**config.mk**
```make
export PLATFORM = sky130hd
export DESIGN_NAME = char_time_timers
export DESIGN_NICKNAME = d
export VERILOG_FILES = /design/src/rtl/ctime_pkg.sv /design/src/rtl/ctime_pace_stage.sv /design/src/rtl/ctime_fifo_timeout.sv /design/src/rtl/char_time_timers.sv
export SDC_FILE = /design/constraint.sdc
export NUM_CORES = 1
export LEC_CHECK = 0
export CORE_MARGIN = 3
export CORE_UTILIZATION = 39
export CTS_BUF_LIST = sky130_fd_sc_hd__clkbuf_8 sky130_fd_sc_hd__clkbuf_16
export DETAILED_ROUTE_END_ITERATION = 16
export RECOVER_POWER = 25
export SLEW_MARGIN = 5
export SYNTH_ARGS = -nofsm -noshare
export SYNTH_HDL_FRONTEND = slang
export SYNTH_SLANG_ARGS = --single-unit
export TNS_END_PERCENT = 50
```
**constraint.sdc**
```tcl
create_clock -name clk_i -period 6.3 [get_ports clk_i]
set_input_delay 1.26 -clock clk_i [delete_from_list [all_inputs] [get_ports clk_i]]
set_output_delay 1.26 -clock clk_i [all_outputs]
set_load 0.005 [all_outputs]
```
**src/rtl/ctime_pkg.sv**
```systemverilog
package ctime_pkg;
  localparam int unsigned CT_STAGE_W     = 8;
  localparam int unsigned CT_PACE_STAGES = 3;
  localparam int unsigned CT_DIRS        = 2;
endpackage

```
**src/rtl/ctime_pace_stage.sv**
```systemverilog
module ctime_pace_stage #(
  parameter int unsigned W = 8
) (
  input  logic         clk_i,
  input  logic         rst_ni,
  input  logic         en_i,
  input  logic         wr_i,
  input  logic [W-1:0] wdata_i,
  input  logic         restart_i,
  output logic         tick_o
);
  localparam logic [W-1:0] ONE = W'(1);

  logic [W-1:0] reload_q, cnt_q;
  logic         armed;

  assign armed  = (reload_q != '0);
  assign tick_o = en_i && armed && (cnt_q == ONE) && !wr_i && !restart_i;

  always_ff @(posedge clk_i or negedge rst_ni) begin
    if (!rst_ni) begin
      reload_q <= '0;
      cnt_q    <= '0;
    end else if (wr_i) begin
      reload_q <= wdata_i;
      cnt_q    <= wdata_i;
    end else if (restart_i || tick_o) begin
      cnt_q <= reload_q;
    end else if (en_i && armed) begin
      cnt_q <= cnt_q - ONE;
    end
  end

  assert_cnt_range_R7: assert property (@(posedge clk_i) disable iff (!rst_ni)
    armed |-> (cnt_q != '0 && cnt_q <= reload_q));

  assert_hold_R2: assert property (@(posedge clk_i) disable iff (!rst_ni)
    (!en_i && !wr_i && !restart_i) |=> $stable(cnt_q));
endmodule

```
**src/rtl/ctime_fifo_timeout.sv**
```systemverilog
module ctime_fifo_timeout #(
  parameter int unsigned W = 8
) (
  input  logic         clk_i,
  input  logic         rst_ni,
  input  logic         en_i,
  input  logic         wr_i,
  input  logic [W-1:0] wdata_i,
  input  logic         kick_i,
  input  logic         nonempty_i,
  input  logic         clr_i,
  output logic         expired_o
);
  localparam logic [W-1:0] ONE = W'(1);

  logic [W-1:0] reload_q, cnt_q;
  logic         armed, rewind, hit;

  assign armed  = (reload_q != '0);
  assign rewind = kick_i || !nonempty_i;
  assign hit    = en_i && armed && !rewind && !wr_i && (cnt_q == ONE);

  always_ff @(posedge clk_i or negedge rst_ni) begin
    if (!rst_ni) begin
      reload_q <= '0;
      cnt_q    <= '0;
    end else if (wr_i) begin
      reload_q <= wdata_i;
      cnt_q    <= wdata_i;
    end else if (rewind || hit) begin
      cnt_q <= reload_q;
    end else if (en_i && armed) begin
      cnt_q <= cnt_q - ONE;
    end
  end

  // set wins over clear so a fresh expiry is never lost
  always_ff @(posedge clk_i or negedge rst_ni) begin
    if (!rst_ni)     expired_o <= 1'b0;
    else if (hit)    expired_o <= 1'b1;
    else if (clr_i)  expired_o <= 1'b0;
  end

  assert_sticky_R10: assert property (@(posedge clk_i) disable iff (!rst_ni)
    (expired_o && !clr_i) |=> expired_o);

  assert_rise_nonempty_R8: assert property (@(posedge clk_i) disable iff (!rst_ni)
    $rose(expired_o) |-> $past(nonempty_i));

  assert_zero_stop_R11: assert property (@(posedge clk_i) disable iff (!rst_ni)
    (!armed && !wr_i) |=> $stable(cnt_q));
endmodule

```
**src/rtl/char_time_timers.sv**
```systemverilog
module char_time_timers
  import ctime_pkg::*;
#(
  parameter int unsigned STAGE_W     = CT_STAGE_W,
  parameter int unsigned PACE_STAGES = CT_PACE_STAGES,
  parameter int unsigned DIRS        = CT_DIRS
) (
  input  logic                   clk_i,
  input  logic                   rst_ni,
  input  logic                   baud_en_i,
  input  logic [STAGE_W-1:0]     wdata_i,
  input  logic [PACE_STAGES-1:0] pace_wr_i,
  input  logic                   pace_restart_i,
  output logic [PACE_STAGES-1:0] pace_tick_o,
  input  logic [DIRS-1:0]        to_wr_i,
  input  logic [DIRS-1:0]        to_kick_i,
  input  logic [DIRS-1:0]        to_nonempty_i,
  input  logic [DIRS-1:0]        to_clr_i,
  output logic [DIRS-1:0]        to_expired_o
);
  logic [PACE_STAGES:0]   chain_en;
  logic [PACE_STAGES-1:0] stage_tick;

  assign chain_en[0] = baud_en_i;

  for (genvar k = 0; k < PACE_STAGES; k++) begin : g_pace
    ctime_pace_stage #(.W(STAGE_W)) u_stage (
      .clk_i     (clk_i),
      .rst_ni    (rst_ni),
      .en_i      (chain_en[k]),
      .wr_i      (pace_wr_i[k]),
      .wdata_i   (wdata_i),
      .restart_i (pace_restart_i),
      .tick_o    (stage_tick[k])
    );
    assign chain_en[k+1] = stage_tick[k];

    if (k > 0) begin : g_chk
      assert_cascade_R3: assert property (@(posedge clk_i) disable iff (!rst_ni)
        pace_tick_o[k] |-> pace_tick_o[k-1]);
    end
  end

  always_ff @(posedge clk_i or negedge rst_ni) begin
    if (!rst_ni) pace_tick_o <= '0;
    else         pace_tick_o <= stage_tick;
  end

  for (genvar d = 0; d < DIRS; d++) begin : g_to
    ctime_fifo_timeout #(.W(STAGE_W)) u_to (
      .clk_i      (clk_i),
      .rst_ni     (rst_ni),
      .en_i       (baud_en_i),
      .wr_i       (to_wr_i[d]),
      .wdata_i    (wdata_i),
      .kick_i     (to_kick_i[d]),
      .nonempty_i (to_nonempty_i[d]),
      .clr_i      (to_clr_i[d]),
      .expired_o  (to_expired_o[d])
    );
  end

  assert_tick_needs_en_R2: assert property (@(posedge clk_i) disable iff (!rst_ni)
    pace_tick_o[0] |-> $past(baud_en_i));
endmodule

```
==> impl_metrics.toml, run 1 <==
[pwr]
pwr-share-clk_pct = 36.8
total_power_mw = 1.418
p_seq_share_pct = 46.8
cellInternalPower_mw = 0.9878
ir_worst_vdd_mv = 0.1858
p_sw_share_pct = 30.34
power_density_nw_per_um2 = 258.1
leakage_nw = 2.251
comb_power_share_pct = 16.4
power.switching_mw = 0.4302

[status]
outcome = "finished, violations left"
violations = "capacitance limit, slew limit"

[synth]
synth_top_area_share_pct = 44.05
ys_warn_count = 0
synthArstFlopShare_pct = 100.0
syn_nets = 576
yosys.area.top_type = "dfrtp_1"
synthDistinctLibCells = 71
synth.top_cells.by_area = "dfrtp_1 (44%), o21ai_0 (5.2%), nand2_1 (4.7%), inv_1 (3.7%), nor2_1 (3.4%)"
netlist_area_sq_um = 4828
avgSynthCellArea_sq_um = 8.892
ys_seq_area_share_pct = 44.05
ys_ff_latch = 85
synthFlopType = "dfrtp_1"
netlist_instances = 543
synth_edf_count = 0

[clock_network]
post_cts_resize_count = 0
insertion_delay_ns = 0.35
cts_inserted_buffers = 9
clk_pin_slew_ns = 0.07
clockBufferDepth = 2
post-cts-setup-buffers = 0
cts_root_buf = "clkbuf_16"
cts_hold_buf = 0
cts_sinks = 85
cts_max_level = 3
cts_tree = "done"

[detailed_routing]
routed_via_density = 5.515
drt_iter0_markers = 361
first_pass_iters = 5
ant_nets = 0
totalWireLength_um = 12170
vias = 4037
wl_per_cell_um = 16.63
drc = 0

[timing]
final-hold-violation-count = 0
setup_tns_ns = 0
finalSetupViolations = 0
timing.fmax_mhz = 256.0
rsz0062_at_grt = "no"
timing.final.ws_setup_ns = 2.393
skew_ns = 0.01291
drv_slew = 39
relSlewSlack_pct = -41.95
worstMarginPinSlew_ns = 2.129
timing.final.crit_share_pct = 62.01
layout_min_cycle_time_ns = 3.907

[place]
placed_cell_area_sq_um = 5207
hpwl_um = 8410
dp_slack_ns = 2.092
io_buffers = 27
place_congestion = 0.8693

[worst_setup_path]
critPathKind = "input pin to flip-flop"
cp-start-kind = "input pin"
critPathRequiredTime_ns = 6.53
endpoint_kind = "flip-flop"
critical_path_arrival_ns = 4.14
cp_max_fo = 19

[grt]
grt_max_degree = 49
antenna_found_initial = 0
grt_pass1_wl_um = 20330
overflow = 0
first_global_vias = 3943
track_usage_pct = 19.20

[final_layout]
fill_cells = 1176
area_growth_pct = 13.81
postLayoutCellArea_sq_um = 5495
drive_gt1_share_pct = 7.270
final_common_cell = "dfrtp_1"
fin_nets = 592
mostFrequentLayoutCells = "dfrtp_1 (85), nand2_1 (61), o21ai_0 (50), inv_1 (47), nor2_1 (44)"
antenna_cells = 0

[run]
maxCapViolCount = 1

[floorplan]
coreArea_sq_um = 12060
die_height_um = 117.3
die_x_um = 117.3
io_pins = 28
start_util_pct = 40.03
rows = 40
die_area_sq_um = 13750

[worst_hold_path]
hold_class = "flip-flop to flip-flop"
[cells by family after synthesis]
group	after synthesis	synth area share (%)
AO/OA/AOI/OAI	156	21.22
XOR/XNOR	12	2.177
adder cells (fa/ha/maj)	10	2.591
buffers and inverters	71	5.934
flip-flops	85	44.05
multiplexers	17	3.887
AND/OR/NAND/NOR	192	20.14
[critical path, stage by stage]
cell and delay [ns]:
clkdlybuf4s50_1 0.86, clkinv_1 0.43, a41oi_1 1.02, nor2b_1 0.12, a311oi_1 0.32, o2bb2ai_1 0.12
[power by group through the flow]
| stage | Combinational (mW) | Sequential [mW] | Clock, mW |
|---|---|---|---|
| global route | 0.266 | 0.673 | 0.562 |
| global placement | 0.228 | 0.671 | 0 |
| finish | 0.233 | 0.663 | 0.522 |
| floorplan | 0.165 | 0.654 | 0 |
| detailed placement | 0.232 | 0.671 | 0 |
| CTS | 0.234 | 0.662 | 0.537 |
[per-stage QoR]
step | utilization [%] | hold slack (ns) | cells
2_1_floorplan | - | 0.4501 | 543
3_3_place_gp | 43.17 | 0.4759 | 716
3_5_place_dp | 43.17 | 0.4840 | 716
4_1_cts | 45.59 | 0.4998 | 732
5_1_grt | 45.56 | 0.5400 | 732
6_report | 45.56 | 0.4967 | 732
[metal layers]
metal  wire length (um)  share of wire [%]  up-vias  track usage, %
li1                   -                  -     1991               -
met1               5959                 49     1953           27.18
met2               5634                 46       82           29.07
met3                470                3.9       11           4.987
met4                108               0.89        0           5.505
met5                  0                  0        -               0
[final cells by class]
type,count,area [sq um],area share [%]
clock buffers,10,239.0,4.349
repair buffers,28,271.5,4.941
well taps,168,210.2,3.825
flip-flops and latches,85,2127,38.71
multi-input cells,387,2415,43.94
inverters,48,180.2,3.279
clock inverters,6,52.55,0.9563
[cell usage after synthesis (4+ instances only)]
library cell / n
or4_1: 6
nor3_1: 17
o221ai_1: 4
or3_1: 6
xnor2_1: 9
a211oi_1: 8
o211ai_1: 12
dfrtp_1: 85
nor3b_1: 5
nand2_1: 61
nand4_1: 6
buf_2: 4
a21boi_0: 4
nand3_1: 7
inv_1: 47
o22ai_1: 6
o21a_1: 4
ha_1: 10
a21oi_1: 16
nor2_1: 44
nand2b_1: 5
a31oi_1: 17
o31a_1: 4
clkbuf_1: 14
nor4_1: 11
o21ai_0: 50
mux2_2: 14
[path summary, 6_finish.rpt]
path	startpoint	endpoint	slack, ns	cells after the start
max	to_wr_i[0]	g_to[0].u_to.cnt_q[5]$_DFFE_PN0P_	2.39	6
min	g_pace[0].u_stage.reload_q[6]$_DFFE_PN0P_	g_pace[0].u_stage.reload_q[6]$_DFFE_PN0P_	0.50	2
max reg2reg	g_to[0].u_to.reload_q[1]$_DFFE_PN0P_	g_to[0].u_to.cnt_q[5]$_DFFE_PN0P_	3.73	6
min reg2reg	g_pace[0].u_stage.reload_q[6]$_DFFE_PN0P_	g_pace[0].u_stage.reload_q[6]$_DFFE_PN0P_	0.50	2
max in group asynchronous	rst_ni	pace_tick_o[1]$_DFF_PN0_	3.21	2
min in group asynchronous	rst_ni	g_to[0].u_to.expired_o$_DFFE_PN0P_	1.52	1
[registers in the layout (all words and copies together), names as in the netlist]
name                     flops
g_pace.u_stage.cnt_q        24
g_pace.u_stage.reload_q     24
g_to.u_to.cnt_q             16
g_to.u_to.expired_o          2
g_to.u_to.reload_q          16
pace_tick_o                  3
No activity file was read; power rests on OpenSTA's default activity.
==> inputs of run 2 (changes only) <==
==> constraint.sdc (replaced) <==
create_clock -name clk_i -period 3.13 [get_ports clk_i]
set_input_delay 0.626 -clock clk_i [delete_from_list [all_inputs] [get_ports clk_i]]
set_output_delay 0.626 -clock clk_i [all_outputs]
set_load 0.005 [all_outputs]
==> impl_metrics.toml, run 2 (same netlist as run 1, synthesis figures left out) <==
[status]
outcome = "finished clean"

[timing]
finalSetupViolations = 0
drv_slew = 0
layout_min_cycle_time_ns = 2.562
relSlewSlack_pct = 9.162
setup_tns_ns = 0
timing.final.crit_share_pct = 81.85
rsz0062_at_grt = "no"
timing.fmax_mhz = 390.3
final-hold-violation-count = 0
timing.final.ws_setup_ns = 0.5681
skew_ns = 0.005837
worstMarginPinSlew_ns = 1.363

[pwr]
leakage_nw = 2.361
power_density_nw_per_um2 = 534.1
ir_worst_vdd_mv = 0.3699

[floorplan]
coreArea_sq_um = 12060
rows = 40
start_util_pct = 40.03
io_pins = 28
die_height_um = 117.3
die_area_sq_um = 13750
die_x_um = 117.3

[final_layout]
final_common_cell = "dfrtp_1"
ff_latch_area_sq_um = 2127
postLayoutCellArea_sq_um = 5673
drive_gt1_share_pct = 9.983
fill_cells = 1162
multiInputGateArea_sq_um = 2415
stdcell_count = 749
antenna_cells = 0
post-route-util_pct = 47.03
fin_nets = 609
mostFrequentLayoutCells = "dfrtp_1 (85), nand2_1 (61), o21ai_0 (50), inv_1 (48), nor2_1 (44)"
area_growth_pct = 17.49
top_regs = "g_pace.u_stage.cnt_q (24), g_pace.u_stage.reload_q (24)"

[detailed_routing]
routed_via_density = 5.610
drc = 0
first_pass_iters = 5
drt_iter0_markers = 338
wl_per_cell_um = 16.30
vias = 4202
totalWireLength_um = 12210
ant_nets = 0

[clock_network]
insertion_delay_ns = 0.34
post-cts-setup-buffers = 0
post_cts_resize_count = 0
clockBufferDepth = 2
cts_max_level = 3
cts_inserted_buffers = 9
cts_root_buf = "clkbuf_16"
cts_tree = "done"
cts_hold_buf = 0
cts_sinks = 85
clk_pin_slew_ns = 0.06

[grt]
first_global_vias = 4118
antenna_found_initial = 0
overflow = 0
track_usage_pct = 18.77
grt_pass1_wl_um = 20150
grt_max_degree = 54

[worst_setup_path]
endpoint_kind = "flip-flop"
critPathKind = "input pin to flip-flop"
cp_max_fo = 8
critPathRequiredTime_ns = 3.39
critical_path_arrival_ns = 2.82
cp-start-kind = "input pin"

[place]
placed_cell_area_sq_um = 5335
place_congestion = 0.8302
io_buffers = 27
hpwl_um = 8662
dp_slack_ns = 0.1783
dpl.cell_count = 733

[worst_hold_path]
hold_class = "flip-flop to flip-flop"

[run]
maxCapViolCount = 0
run 2: changes by cell type in the layout (fill, tap and decap cells not counted), moves of 2 or more:
| cell | previous run | this run |
|---|---|---|
| buf_4 | 1 | 18 |
| inv_6 | 3 | 0 |
| clkinv_4 | 3 | 1 |
| bufinv_16 | 0 | 3 |
run 2: cell type report:
| cell class | instances | share of cell area [%] |
|---|---|---|
| clock buffers | 9 | 3.970 |
| clock inverters | 7 | 2.029 |
| inverters | 48 | 3.176 |
| multi-input cells | 387 | 42.57 |
| flip-flops and latches | 85 | 37.49 |
| well taps | 168 | 3.705 |
| repair buffers | 45 | 7.058 |
run 2: stage by stage:
step	power (mW)	hold WS, ns
after detailed placement	1.833	0.4822
after global placement	1.826	0.4869
after CTS	3.058	0.3517
after global routing	3.195	0.5276
after floorplan	1.649	0.3304
final	3.030	0.5047
run 2: where the power goes:
part,switching (mW),leakage (nW),internal [mW]
sequential,0.123,1.02,1.21
combinational,0.266,1.17,0.216
clock,0.435,0.167,0.777
total,0.824,2.36,2.21
run 2: critical path: stages:
cell,delay [ns]
clkdlybuf4s50_1,0.47
nor4b_1,0.33
buf_4,0.19
o2111ai_1,0.21
o31a_1,0.48
or3_1,0.34
a31oi_1,0.17
run 2: routing by layer:
metal	part of all wire, %	routed length (um)	GRT usage [%]
met1	46	5572	24.34
met2	47	5724	30.47
met3	5.0	616	4.833
met4	2.4	293	6.575
met5	0	0	0
run 2: worst paths after layout:
kind	depth (start not counted)	slack (ns)	start	endpoint
worst max register to register	8	0.70	g_pace[0].u_stage.cnt_q[1]$_DFFE_PN0P_	g_pace[1].u_stage.cnt_q[6]$_DFFE_PN0P_
worst max-delay path	7	0.57	pace_wr_i[0]	g_pace[1].u_stage.cnt_q[6]$_DFFE_PN0P_
min in group asynchronous	1	0.58	rst_ni	g_to[0].u_to.expired_o$_DFFE_PN0P_
max in group asynchronous	2	1.58	rst_ni	g_pace[1].u_stage.cnt_q[5]$_DFFE_PN0P_
worst min register to register	1	0.50	g_to[0].u_to.cnt_q[5]$_DFFE_PN0P_	g_to[0].u_to.cnt_q[5]$_DFFE_PN0P_
worst min-delay path	1	0.50	g_to[0].u_to.cnt_q[5]$_DFFE_PN0P_	g_to[0].u_to.cnt_q[5]$_DFFE_PN0P_
==> inputs of run 3 (changes only) <==
==> constraint.sdc (replaced) <==
create_clock -name clk_i -period 2.6 [get_ports clk_i]
set_input_delay 0.52 -clock clk_i [delete_from_list [all_inputs] [get_ports clk_i]]
set_output_delay 0.52 -clock clk_i [all_outputs]
set_load 0.005 [all_outputs]
==> impl_metrics.toml, run 3 (same netlist as run 1, synthesis figures left out) <==
[pwr]
leakage_nw = 2.472
p_sw_share_pct = 29.65
comb_power_share_pct = 18.0
power.switching_mw = 1.018
cellInternalPower_mw = 2.415
pwr-share-clk_pct = 35.2
ir_worst_vdd_mv = 0.3973
power_density_nw_per_um2 = 587.0
p_seq_share_pct = 46.8

[clock_network]
post_cts_resize_count = 0
post-cts-setup-buffers = 0
cts_root_buf = "clkbuf_16"
insertion_delay_ns = 0.34
cts_sinks = 85
cts_tree = "done"
cts_hold_buf = 0
clockBufferDepth = 2
clk_pin_slew_ns = 0.07
cts_max_level = 3
cts_inserted_buffers = 9

[worst_setup_path]
timing.rr.start = "g_pace[1].u_stage.cnt_q[1]$_DFFE_PN0P_"
cp-start-kind = "flip-flop"
rr_worst_depth = 9
cp_max_fo = 4
critPathRequiredTime_ns = 2.82
critical_path_arrival_ns = 2.63
path_cells = "inv_1, ha_1, nor4b_1, buf_4, and4_1, and4_1, or2b_4, o22ai_1, or3_1"
cp_num_buf_inv = 2
endpoint_kind = "flip-flop"
critPathLaunch = "g_pace[1].u_stage.cnt_q[1]$_DFFE_PN0P_"
reg2reg_slack_ns = 0.19
cpMostUsedCell = "and4_1"
reg2reg_to = "g_pace[2].u_stage.cnt_q[7]$_DFFE_PN0P_"
critPathKind = "flip-flop to flip-flop"
critPathMaxStageDelay_ns = 0.40
crit_slowest_cell = "dfrtp_1"
crit_family = "simple AND/OR/NAND/NOR gates"

[detailed_routing]
vias = 4332
ant_nets = 0
first_pass_iters = 5
routed_via_density = 5.582
wl_per_cell_um = 16.17
drc = 0
totalWireLength_um = 12550
drt_iter0_markers = 348

[grt]
grt_pass1_wl_um = 21060
first_global_vias = 4277
antenna_found_initial = 0
grt_max_degree = 48
track_usage_pct = 19.42
overflow = 0

[place]
placed_cell_area_sq_um = 5583
hpwl_um = 8988
place_congestion = 0.8518
io_buffers = 27
dp_slack_ns = -0.1578
dpl.cell_count = 761

[floorplan]
coreArea_sq_um = 12060
die_height_um = 117.3
rows = 40
die_x_um = 117.3
io_pins = 28
start_util_pct = 40.03
die_area_sq_um = 13750

[final_layout]
top_regs = "g_pace.u_stage.cnt_q (24), g_pace.u_stage.reload_q (24)"
fin_nets = 637
postLayoutCellArea_sq_um = 5848
stdcell_count = 776
drive_gt1_share_pct = 14.31
area_growth_pct = 21.12
antenna_cells = 0
final_common_cell = "dfrtp_1"
fill_cells = 1140
mostFrequentLayoutCells = "dfrtp_1 (85), nand2_1 (61), o21ai_0 (50), inv_1 (47), nor2_1 (44)"

[timing]
finalSetupViolations = 0
skew_ns = 0.009293
relSlewSlack_pct = 22.74
worstMarginPinSlew_ns = 1.159
drv_slew = 0
rsz0062_at_grt = "no"
timing.final.crit_share_pct = 92.82
whs_ns = 0.3242
timing.final.ws_setup_ns = 0.1867
final-hold-violation-count = 0
setup_tns_ns = 0
layout_min_cycle_time_ns = 2.413
timing.fmax_mhz = 414.4

[worst_hold_path]
hold_class = "input pin to async pin"

[status]
outcome = "finished clean"

[run]
maxCapViolCount = 0
==> run 3: cell count changes in the layout (fill, tap and decap cells not counted), sizes merged <==
cell | previous run | this run
inv | 48 | 47
clkbuf | 10 | 12
clkinv | 3 | 4
clkinvlp | 1 | 2
buf | 18 | 45
bufinv | 3 | 0
==> run 3: worst max path at each step <==
stage	to	slack, ns	cells past startpoint
6_report	g_pace[2].u_stage.cnt_q[7]$_DFFE_PN0P_	0.19	9
5_1_grt	g_pace[2].u_stage.cnt_q[3]$_DFFE_PN0P_	0.03	10
3_3_place_gp	g_pace[2].u_stage.cnt_q[7]$_DFFE_PN0P_	-0.15	8
4_1_cts	g_pace[1].u_stage.cnt_q[6]$_DFFE_PN0P_	0.13	7
3_5_place_dp	g_pace[2].u_stage.cnt_q[7]$_DFFE_PN0P_	-0.16	8
2_1_floorplan	g_pace[2].u_stage.cnt_q[7]$_DFFE_PN0P_	0.31	8
==> run 3: stage by stage <==
step	util (%)	power, mW
floorplan	-	1.985
global placement	46.29	2.232
detailed placement	46.29	2.246
CTS	48.58	3.462
global route	48.49	3.617
finish	48.49	3.433
==> run 3: cell type report <==
class	instances	area [sq um]	share of cell area, %
Timing Repair Buffer	73	633.1	10.83
Sequential cell	85	2127	36.37
Multi-Input combinational cell	387	2421	41.40
Tap cell	168	210.2	3.594
Clock inverter	5	37.54	0.6418
Clock buffer	10	239.0	4.086
Inverter	48	180.2	3.081
==> run 3: worst register-to-register path, cell delays in order (launching register included) <==
cell and delay, ns:
dfrtp_1 0.40, inv_1 0.10, ha_1 0.17, nor4b_1 0.33, buf_4 0.19, and4_1 0.20, and4_1 0.31, or2b_4 0.17
o22ai_1 0.08, or3_1 0.35
==> run 3: power groups by stage <==
stage	Combinational (mW)	Sequential, mW	Clock, mW
floorplan	0.400	1.59	0
global placement	0.610	1.62	0
detailed placement	0.620	1.63	0
CTS	0.624	1.60	1.23
global route	0.699	1.63	1.29
finish	0.618	1.61	1.21
==> run 3: per-layer routing <==
| metal | wire length (um) | global-route usage (%) | up-vias |
|---|---|---|---|
| li1 | - | - | 2084 |
| met4 | 185 | 5.352 | 0 |
| met1 | 5924 | 26.72 | 2115 |
| met3 | 549 | 3.599 | 15 |
| met5 | 0 | 0 | - |
| met2 | 5886 | 31.49 | 118 |
